--- src/rtl/ebt_pkg.sv ---
package ebt_pkg;
  typedef enum logic [1:0] {
    ST_IDLE = 2'd0,
    ST_WAIT = 2'd1,
    ST_HOLD = 2'd2
  } ebt_state_e;
endpackage

--- src/rtl/ebt_addr_latch.sv ---
module ebt_addr_latch #(
  parameter int unsigned AW = 20,
  parameter logic [AW-1:0] BASE_ADDR = 20'h00300
) (
  input  logic          clk_i,
  input  logic          rst_ni,
  input  logic          ale_i,
  input  logic          grant_i,
  input  logic [AW-1:0] addr_i,
  output logic          hit_o,
  output logic [1:0]    sel_o
);
  logic [AW-1:0] addr_q;
  logic          cpu_q;

  always_ff @(posedge clk_i or negedge rst_ni) begin
    if (!rst_ni) begin
      addr_q <= '0;
      cpu_q  <= 1'b0;
    end else if (ale_i) begin
      addr_q <= addr_i;
      cpu_q  <= !grant_i;
    end
  end

  assign hit_o = cpu_q && !ale_i && !grant_i &&
                 (addr_q[AW-1:2] == BASE_ADDR[AW-1:2]);
  assign sel_o = addr_q[1:0];

  // held address does not move while the strobe is low
  a_r2_addr_held: assert property (@(posedge clk_i) disable iff (!rst_ni)
    !ale_i |=> $stable(sel_o));
endmodule

--- src/rtl/ebt_wait_ctrl.sv ---
module ebt_wait_ctrl
  import ebt_pkg::*;
#(
  parameter int unsigned TO_CYC   = 119,
  parameter bit          USE_DONE = 1'b1,
  parameter int unsigned WAIT_CYC = 4
) (
  input  logic clk_i,
  input  logic rst_ni,
  input  logic hit_i,
  input  logic cmd_i,
  input  logic done_i,
  output logic start_o,
  output logic finish_o,
  output logic timeout_o,
  output logic busy_o,
  output logic req_o,
  output logic ready_o,
  output logic flag_o
);
  localparam int unsigned CW = $clog2(TO_CYC + 1);

  ebt_state_e    state_q;
  logic [CW-1:0] cnt_q;
  logic          flag_q;
  logic          done_eff;
  logic          last_cyc;

  generate
    if (USE_DONE) begin : g_ext_done
      assign done_eff = done_i;
    end else begin : g_int_done
      // fixed wait models a slow device; an external done may still cut it short
      assign done_eff = done_i || (cnt_q == CW'(WAIT_CYC - 1));
    end
  endgenerate

  assign last_cyc  = (cnt_q == CW'(TO_CYC - 1));
  assign start_o   = (state_q == ST_IDLE) && hit_i && cmd_i;
  assign finish_o  = (state_q == ST_WAIT) && cmd_i && done_eff;
  assign timeout_o = (state_q == ST_WAIT) && cmd_i && !done_eff && last_cyc;

  always_ff @(posedge clk_i or negedge rst_ni) begin
    if (!rst_ni) begin
      state_q <= ST_IDLE;
      cnt_q   <= '0;
      flag_q  <= 1'b0;
    end else begin
      case (state_q)
        ST_IDLE: if (start_o) begin
          state_q <= ST_WAIT;
          cnt_q   <= '0;
        end
        ST_WAIT: begin
          if (!cmd_i) state_q <= ST_IDLE;
          else if (done_eff) state_q <= ST_HOLD;
          else if (last_cyc) begin
            state_q <= ST_HOLD;
            flag_q  <= 1'b1;
          end else cnt_q <= cnt_q + 1'b1;
        end
        ST_HOLD: if (!cmd_i) state_q <= ST_IDLE;
        default: state_q <= ST_IDLE;
      endcase
    end
  end

  assign busy_o  = (state_q != ST_IDLE);
  assign req_o   = (state_q == ST_WAIT);
  assign ready_o = (state_q != ST_WAIT);
  assign flag_o  = flag_q;

  a_r5_match_drops_ready: assert property (@(posedge clk_i) disable iff (!rst_ni)
    ((state_q == ST_IDLE) && hit_i && cmd_i) |=> !ready_o);

  a_r7_limit_releases: assert property (@(posedge clk_i) disable iff (!rst_ni)
    ((state_q == ST_WAIT) && cmd_i && !done_eff && last_cyc) |=> (ready_o && flag_o));

  a_r9_release_ends: assert property (@(posedge clk_i) disable iff (!rst_ni)
    !cmd_i |=> ready_o);

  a_r8_flag_sticky: assert property (@(posedge clk_i) disable iff (!rst_ni)
    flag_o |=> flag_o);
endmodule

--- src/rtl/ebt_data_path.sv ---
module ebt_data_path #(
  parameter int unsigned DW = 8
) (
  input  logic          clk_i,
  input  logic          rst_ni,
  input  logic          start_i,
  input  logic          finish_i,
  input  logic          timeout_i,
  input  logic          busy_i,
  input  logic          req_i,
  input  logic          rd_cmd_i,
  input  logic [1:0]    sel_i,
  input  logic [DW-1:0] data_i,
  input  logic [DW-1:0] reg_rdata_i,
  output logic [DW-1:0] data_o,
  output logic          data_oe_o,
  output logic          reg_we_o,
  output logic [1:0]    reg_sel_o,
  output logic [DW-1:0] reg_wdata_o
);
  logic          rd_q;
  logic [1:0]    sel_q;
  logic [DW-1:0] wdata_q;
  logic [DW-1:0] rdata_q;

  always_ff @(posedge clk_i or negedge rst_ni) begin
    if (!rst_ni) begin
      rd_q    <= 1'b0;
      sel_q   <= '0;
      wdata_q <= '0;
      rdata_q <= '0;
    end else begin
      if (start_i) begin
        rd_q    <= rd_cmd_i;
        sel_q   <= sel_i;
        wdata_q <= data_i;
      end
      if (finish_i)       rdata_q <= reg_rdata_i;
      else if (timeout_i) rdata_q <= '1;
    end
  end

  assign data_o      = rdata_q;
  assign data_oe_o   = busy_i && rd_q && rd_cmd_i;
  assign reg_we_o    = req_i && !rd_q;
  assign reg_sel_o   = sel_q;
  assign reg_wdata_o = wdata_q;
endmodule

--- src/rtl/ebt_slow_target.sv ---
module ebt_slow_target #(
  parameter int unsigned   AW        = 20,
  parameter int unsigned   DW        = 8,
  parameter logic [AW-1:0] BASE_ADDR = 20'h00300,
  parameter int unsigned   CLK_NS    = 125,
  parameter int unsigned   LIMIT_NS  = 15000,
  parameter bit            USE_DONE  = 1'b1,
  parameter int unsigned   WAIT_CYC  = 4
) (
  input  logic          clk_i,
  input  logic          rst_ni,
  input  logic [AW-1:0] addr_i,
  input  logic          ale_i,
  input  logic          dma_grant_i,
  input  logic          ior_ni,
  input  logic          iow_ni,
  input  logic [DW-1:0] data_i,
  output logic [DW-1:0] data_o,
  output logic          data_oe_o,
  output logic          ready_o,
  output logic          reg_req_o,
  output logic          reg_we_o,
  output logic [1:0]    reg_sel_o,
  output logic [DW-1:0] reg_wdata_o,
  input  logic [DW-1:0] reg_rdata_i,
  input  logic          reg_done_i,
  output logic          timeout_flag_o
);
  // one cycle below the budget so the low time stays strictly under it
  localparam int unsigned TO_CYC = LIMIT_NS / CLK_NS - 1;

  logic       hit, cmd, rd_cmd;
  logic [1:0] sel;
  logic       start, finish, timeout, busy, req;

  assign rd_cmd = !ior_ni;
  assign cmd    = !ior_ni || !iow_ni;

  ebt_addr_latch #(.AW(AW), .BASE_ADDR(BASE_ADDR)) u_latch (
    .clk_i  (clk_i),
    .rst_ni (rst_ni),
    .ale_i  (ale_i),
    .grant_i(dma_grant_i),
    .addr_i (addr_i),
    .hit_o  (hit),
    .sel_o  (sel)
  );

  ebt_wait_ctrl #(.TO_CYC(TO_CYC), .USE_DONE(USE_DONE), .WAIT_CYC(WAIT_CYC)) u_wait (
    .clk_i    (clk_i),
    .rst_ni   (rst_ni),
    .hit_i    (hit),
    .cmd_i    (cmd),
    .done_i   (reg_done_i),
    .start_o  (start),
    .finish_o (finish),
    .timeout_o(timeout),
    .busy_o   (busy),
    .req_o    (req),
    .ready_o  (ready_o),
    .flag_o   (timeout_flag_o)
  );

  ebt_data_path #(.DW(DW)) u_data (
    .clk_i      (clk_i),
    .rst_ni     (rst_ni),
    .start_i    (start),
    .finish_i   (finish),
    .timeout_i  (timeout),
    .busy_i     (busy),
    .req_i      (req),
    .rd_cmd_i   (rd_cmd),
    .sel_i      (sel),
    .data_i     (data_i),
    .reg_rdata_i(reg_rdata_i),
    .data_o     (data_o),
    .data_oe_o  (data_oe_o),
    .reg_we_o   (reg_we_o),
    .reg_sel_o  (reg_sel_o),
    .reg_wdata_o(reg_wdata_o)
  );

  assign reg_req_o = req;

  a_r3_dma_no_start: assert property (@(posedge clk_i) disable iff (!rst_ni)
    (dma_grant_i && ready_o) |=> ready_o);
endmodule

--- config.mk ---
export PLATFORM = sky130hd
export DESIGN_NAME = ebt_slow_target
export DESIGN_NICKNAME = d
export VERILOG_FILES = /design/src/rtl/ebt_pkg.sv /design/src/rtl/ebt_addr_latch.sv /design/src/rtl/ebt_wait_ctrl.sv /design/src/rtl/ebt_data_path.sv /design/src/rtl/ebt_slow_target.sv
export SDC_FILE = /design/constraint.sdc
export NUM_CORES = 1
export LEC_CHECK = 0
export BUFFER_PORTS_ARGS = -buffer_cell sky130_fd_sc_hd__buf_2
export CORE_MARGIN = 1.5
export CORE_UTILIZATION = 51
export CTS_CLUSTER_DIAMETER = 150
export DETAILED_ROUTE_END_ITERATION = 8
export HOLD_SLACK_MARGIN = 0.1
export PLACE_DENSITY = 0.79
export SLEW_MARGIN = 20
export SYNTH_ARGS = -nofsm -noshare
export SYNTH_HDL_FRONTEND = slang
export SYNTH_HIERARCHICAL = 1
export SYNTH_SLANG_ARGS = --single-unit
--- constraint.sdc ---
create_clock -name clk_i -period 2.3 [get_ports clk_i]
set_input_delay 0.23 -clock clk_i [delete_from_list [all_inputs] [get_ports clk_i]]
set_output_delay 0.23 -clock clk_i [all_outputs]
set_load 0.02 [all_outputs]
After elaboration in Yosys (flattened, before gate mapping)
Index checks and enable logic that the tools add are counted.
Cells by class
  $add $sub $neg: 1
  eq/ne operators: 11
  muxes and demuxes: 13
  bitwise logic cells: 1
  reductions and logical operators: 26
Operators with widths (count)
  $mux 7: 4
  $eq 18x8->1 const B: 1
  $mux 8: 2
  $pmux 7 s2: 1
  $logic_and 1x1->1: 12
  $mux 2: 5
  $ne 2x2->1 const B: 5
  $add 7x1->7 const B: 1
  $eq 7x7->1 const B: 1
  $logic_not 1->1: 6
  $pmux 2 s3: 1
  $reduce_bool 2->1: 3
  $reduce_and 5->1: 1
  $ne 4x4->1 const B: 1
  $reduce_and 4->1: 1
  $reduce_and 3->1: 1
  $eq 2x1->1 const B: 1
  $eq 2x2->1 const B: 1
  $logic_not 2->1: 1
  $ne 2x1->1 const B: 1
  $logic_or 1x1->1: 1
  $not 1->1: 1
Word-level totals
  flip-flop bits (word level): 50
  input bits: 43
  output and inout bits: 23
  word-level logic and storage cells: 61

Depth between registers and ports, before layout
  depth in word-level cells: 8
  depth in mapped cells: 8
  gate-level depth less buffers: 7

By module
Netlist, hierarchy kept.
By module, submodules not included
  ebt_addr_latch: instances 1, cells an instance 57, area an instance 865.8 µm², sequential area each 525.5 µm²
  ebt_data_path: instances 1, cells an instance 59, area an instance 773.2 µm², sequential area each 475.5 µm²
  ebt_wait_ctrl: instances 1, cells an instance 56, area an instance 580.6 µm², sequential area each 250.2 µm²
  ebt_slow_target: instances 1, cells an instance 2, area an instance 7.5 µm², sequential area each 0.0 µm²

Least setup slack after synthesis
OpenSTA, ideal clock, no wires.
  path type: flip-flop to flip-flop
  start point: register u_latch.addr_q[10]
  end point: register u_data.rd_q
  library setup time: 0.125 ns
  data arrival time: 1.718 ns
  data required time: 2.175 ns
  slack: 0.457 ns
  stages on the path, launching flop included: 8
  buffers on the path: 1
  clock period less this slack: 1.843 ns
  cell sequence: dfrtp_1 -> nor4b_2 -> nand4_1 -> nor3_2 -> nand4bb_1 -> inv_1 -> buf_6 -> mux2_4
Between the ends
  longest elaborated chain between the ends: 4
Ends and longest elaborated chain
  start: declaration: RTL line ebt_addr_latch.sv:13  | logic [AW-1:0] addr_q;
  start signal: assignment: RTL line ebt_addr_latch.sv:21  | addr_q <= addr_i;
  $eq 18x8->1: RTL line ebt_addr_latch.sv:27  | (addr_q[AW-1:2] == BASE_ADDR[AW-1:2]);
  $logic_and 1x1->1: RTL line ebt_addr_latch.sv:26  | assign hit_o = cpu_q && !ale_i && !grant_i &&
  named net hit: RTL line ebt_slow_target.sv:32  | logic hit, cmd, rd_cmd;
  $logic_and 1x1->1 (2 in series): RTL line ebt_wait_ctrl.sv:39  | assign start_o = (state_q == ST_IDLE) && hit_i && cmd_i;
  named net start: RTL line ebt_slow_target.sv:34  | logic start, finish, timeout, busy, req;
  end signal: assignment: RTL line ebt_data_path.sv:34  | rd_q <= rd_cmd_i;
  end: declaration: RTL line ebt_data_path.sv:21  | logic rd_q;
The timed path passes the listed nets, and every way through them passes these cells.
A chain may end at the register's enable or synchronous reset.

Worst setup path after layout
  start point: register u_latch.addr_q[10]
  end point: register u_data.wdata_q[2], in the netlist u_data/reg_wdata_o[2]
Between the ends
  longest elaborated chain between the ends: 4
Ends and longest elaborated chain
  $eq 18x8->1: RTL line ebt_addr_latch.sv:27
  $logic_and 1x1->1: RTL line ebt_addr_latch.sv:26
  named net hit: RTL line ebt_slow_target.sv:32
  $logic_and 1x1->1 (2 in series): RTL line ebt_wait_ctrl.sv:39
  named net start: RTL line ebt_slow_target.sv:34
  end signal: assignment: RTL line ebt_data_path.sv:36  | wdata_q <= data_i;
  end: declaration: RTL line ebt_data_path.sv:23  | logic [DW-1:0] wdata_q;
The timed path passes the listed nets, and every way through them passes these cells.

==> results.cfg <==
[floorplan]
die_w_microns = 69.1
core_sq_um = 4090
start_util = 0.545
rows = 23
fp.dieH_microns = 69.1
io_pins = 66
dieArea_sq_um = 4770

[power]
p_comb_frac = 0.073
power.leakage_nw = 1.38
ir_drop_mv = 0.504
power_frac_clock = 0.329
p_seq_frac = 0.598
p_int_mw = 1.23
power.density_nw_per_um2 = 582
switching_share = 0.218
p_sw_mw = 0.341

[layout]
drive_gt1_frac = 0.471
final_cell_count_no_fill = 294
antenna_cells = 0
final_area_sq_um = 2690
areaGrowthSynthToFinish_pct = 20.8
nets = 288

[detailed_routing]
wl_per_cell_microns = 14.0
ant_nets = 0
drcViolationCount = 0
drt_iter0_markers = 85
wl_microns = 4130
vias = 1543
first_pass_iters = 4
via_per_inst = 5.25

[grt]
grt_pass1_vias = 1631
grt_first_pass_wirelength_microns = 7420
overflow = 0
grt_max_degree = 51
antenna_found_initial = 0
grt_use_total = 0.193

[timing]
fin_worst_skew_ps = 7.61
drv_slew = 0
max-slew-margin-rel = 0.705
fin_crit_sh = 0.877
fin_setup_tns_ps = 0
setup_viol = 0
worst_pin_slew_ps = 442
fin_hold_ws_ps = 134
layout_min_cycle_time_ps = 2020
rsz0062_at_grt = false
hold_viol = 0
max_freq_ghz = 0.496

[clock_network]
clockBufferDepth = 2
path_clk_slew_ps = 90
post_cts_buffers = 0
clk_latency_ps = 300
cts-resized-gates = 0
cts_tree = done
ctsRootBufferMaster = clkbuf_8
htreeDepth = 2
cts-buffers-inserted = 5
cts_hold_buffers = 1
clock_sinks = 50

[synth]
syn_avg_cell_area_sq_um = 12.8
syn_area_sq_um = 2230
yosysWarnings = 6
synth-seq-cells = 50
synth_edf_count = 0
ys_types = 38
synth_fp_nets = 219
ys_seq_area_frac = 0.562
syn_inst = 174
async_flop_share = 1.00
ys.flop_type = dfrtp_1

[critical_path]
cp-startpoint = u_latch/addr_q[10]
worst-path-max-fanout = 11
end_kind = flip-flop
r2r-start = u_latch/addr_q[10]
r2r_end = u_data/reg_wdata_o[2]
cp_slowest_stage_delay_ps = 400
r2r_slack_ps = 280
crit_path_start_kind = flip-flop
worst_path_max_delay_cell = dfrtp_1
path_class = reg2reg
endpoint = u_data/reg_wdata_o[2]
cp_data_arrival_time_ps = 2210
crit_required_ps = 2500
crit_chain = nor4b_2, nand4_1, nor3_2, nand4bb_1, inv_1, buf_4, mux2_2
r2r_cells = 7

[job]
max_cap_viol_count = 0

[run_status]
outcome = finished, final reports clean

[placed_design]
hpwl_microns = 3060
routabilityCongestion = 0.795
io_buffers = 65
place_area_sq_um = 2590
dp_cells = 285

[min_path]
hp-class = in2reg
[synthesized netlist by cell type, types with 3 or more instances]
cell	count	area, sq um
mux2_2	21	236
nand3_1	6	30.0
buf_6	3	33.8
nor2_1	13	48.8
mux2_4	11	165
buf_4	3	22.5
a21oi_1	3	15.0
o21ai_0	11	55.1
nand2_1	14	52.6
inv_1	5	18.8
dfrtp_1	50	1250
[worst min-delay path by stage]
stage | start | endpoint | slack [ps] | cells past startpoint
after detailed placement | rst_ni | u_data/reg_wdata_o[1] | 240 | 2
after global placement | rst_ni | u_data/reg_wdata_o[1] | 240 | 2
after CTS | dma_grant_i | u_latch/cpu_q | 120 | 2
after global routing | data_i[2] | u_data/reg_wdata_o[2] | 140 | 2
after floorplan | rst_ni | u_data/data_o[0] | -70 | 0
final | dma_grant_i | u_latch/cpu_q | 130 | 2
[power groups by stage]
| stage | Sequential, mW | Combinational (mW) | Clock [mW] |
|---|---|---|---|
| 3_3_place_gp | 0.952 | 0.113 | 0 |
| 4_1_cts | 0.937 | 0.117 | 0.533 |
| 2_1_floorplan | 0.947 | 0.0584 | 0 |
| 3_5_place_dp | 0.954 | 0.116 | 0 |
| 5_1_grt | 0.941 | 0.128 | 0.572 |
| 6_report | 0.936 | 0.115 | 0.515 |
[stage by stage]
stage | util | power [mW] | setup slack, ps
after floorplan | - | 1.01 | 457
after global placement | 0.633 | 1.06 | 355
after detailed placement | 0.633 | 1.07 | 275
after CTS | 0.658 | 1.59 | 270
after global routing | 0.658 | 1.64 | 158
final | 0.658 | 1.57 | 283
[layout by cell type, fill, tap and decap left out, types with 3 or more instances in the layout]
cell type  instances
inv_1              5
nor2_1            13
dfrtp_1           50
nand2_1           14
nand3_1            6
mux2_4            11
clkbuf_8           6
mux2_2            21
a21oi_1            3
buf_2             65
o21ai_0           11
[kinds of logic (layout without fill, tap and decap cells)]
| group | after synthesis | count (layout) | share of synthesized area |
|---|---|---|---|
| and+or+nand+nor | 54 | 54 | 0.139 |
| DFF | 50 | 50 | 0.562 |
| muxes | 34 | 34 | 0.189 |
| AOI/OAI and AO/OA | 21 | 21 | 0.0584 |
| buffers and inverters | 12 | 82 | 0.0360 |
| adders and majority gates | 2 | 2 | 0.0112 |
| xor gates and xnor gates | 1 | 1 | 0.00393 |
[registers in the layout, indices dropped and copies added (netlist names)]
name,count
u_latch/cpu_q,1
u_wait/cnt_q,7
u_wait/flag_o,1
u_data/reg_sel_o,2
u_latch/addr_q,20
u_data/data_o,8
u_wait/state_q,2
u_data/reg_wdata_o,8
u_data/rd_q,1
[worst max-delay path, delay by kind of cell, from the launching register on]
family	cells	cell delay, ps
simple gates	4	820
flops	1	400
mux	1	350
buf+inv	2	330
[metal layers]
metal  global-route usage  vias to the layer above  routed length [microns]  share of wire
li1                     -                      744                        -              -
met1                0.240                      743                     1790           0.43
met2                0.323                       48                     2010           0.49
met3               0.0629                        8                      262          0.063
met4               0.0588                        0                       63          0.015
met5                    0                        -                        0              0
[final cells by class]
| type | instances | area (sq um) |
|---|---|---|
| inverters | 5 | 18.8 |
| fillers | 321 | 1400 |
| clock inverters | 1 | 5.00 |
| multi-input cells | 112 | 896 |
| repair buffers | 69 | 370 |
| flip-flops and latches | 50 | 1250 |
| clock buffers | 7 | 86.3 |
| well taps | 50 | 62.6 |
Power figures use the tool's default switching activity.
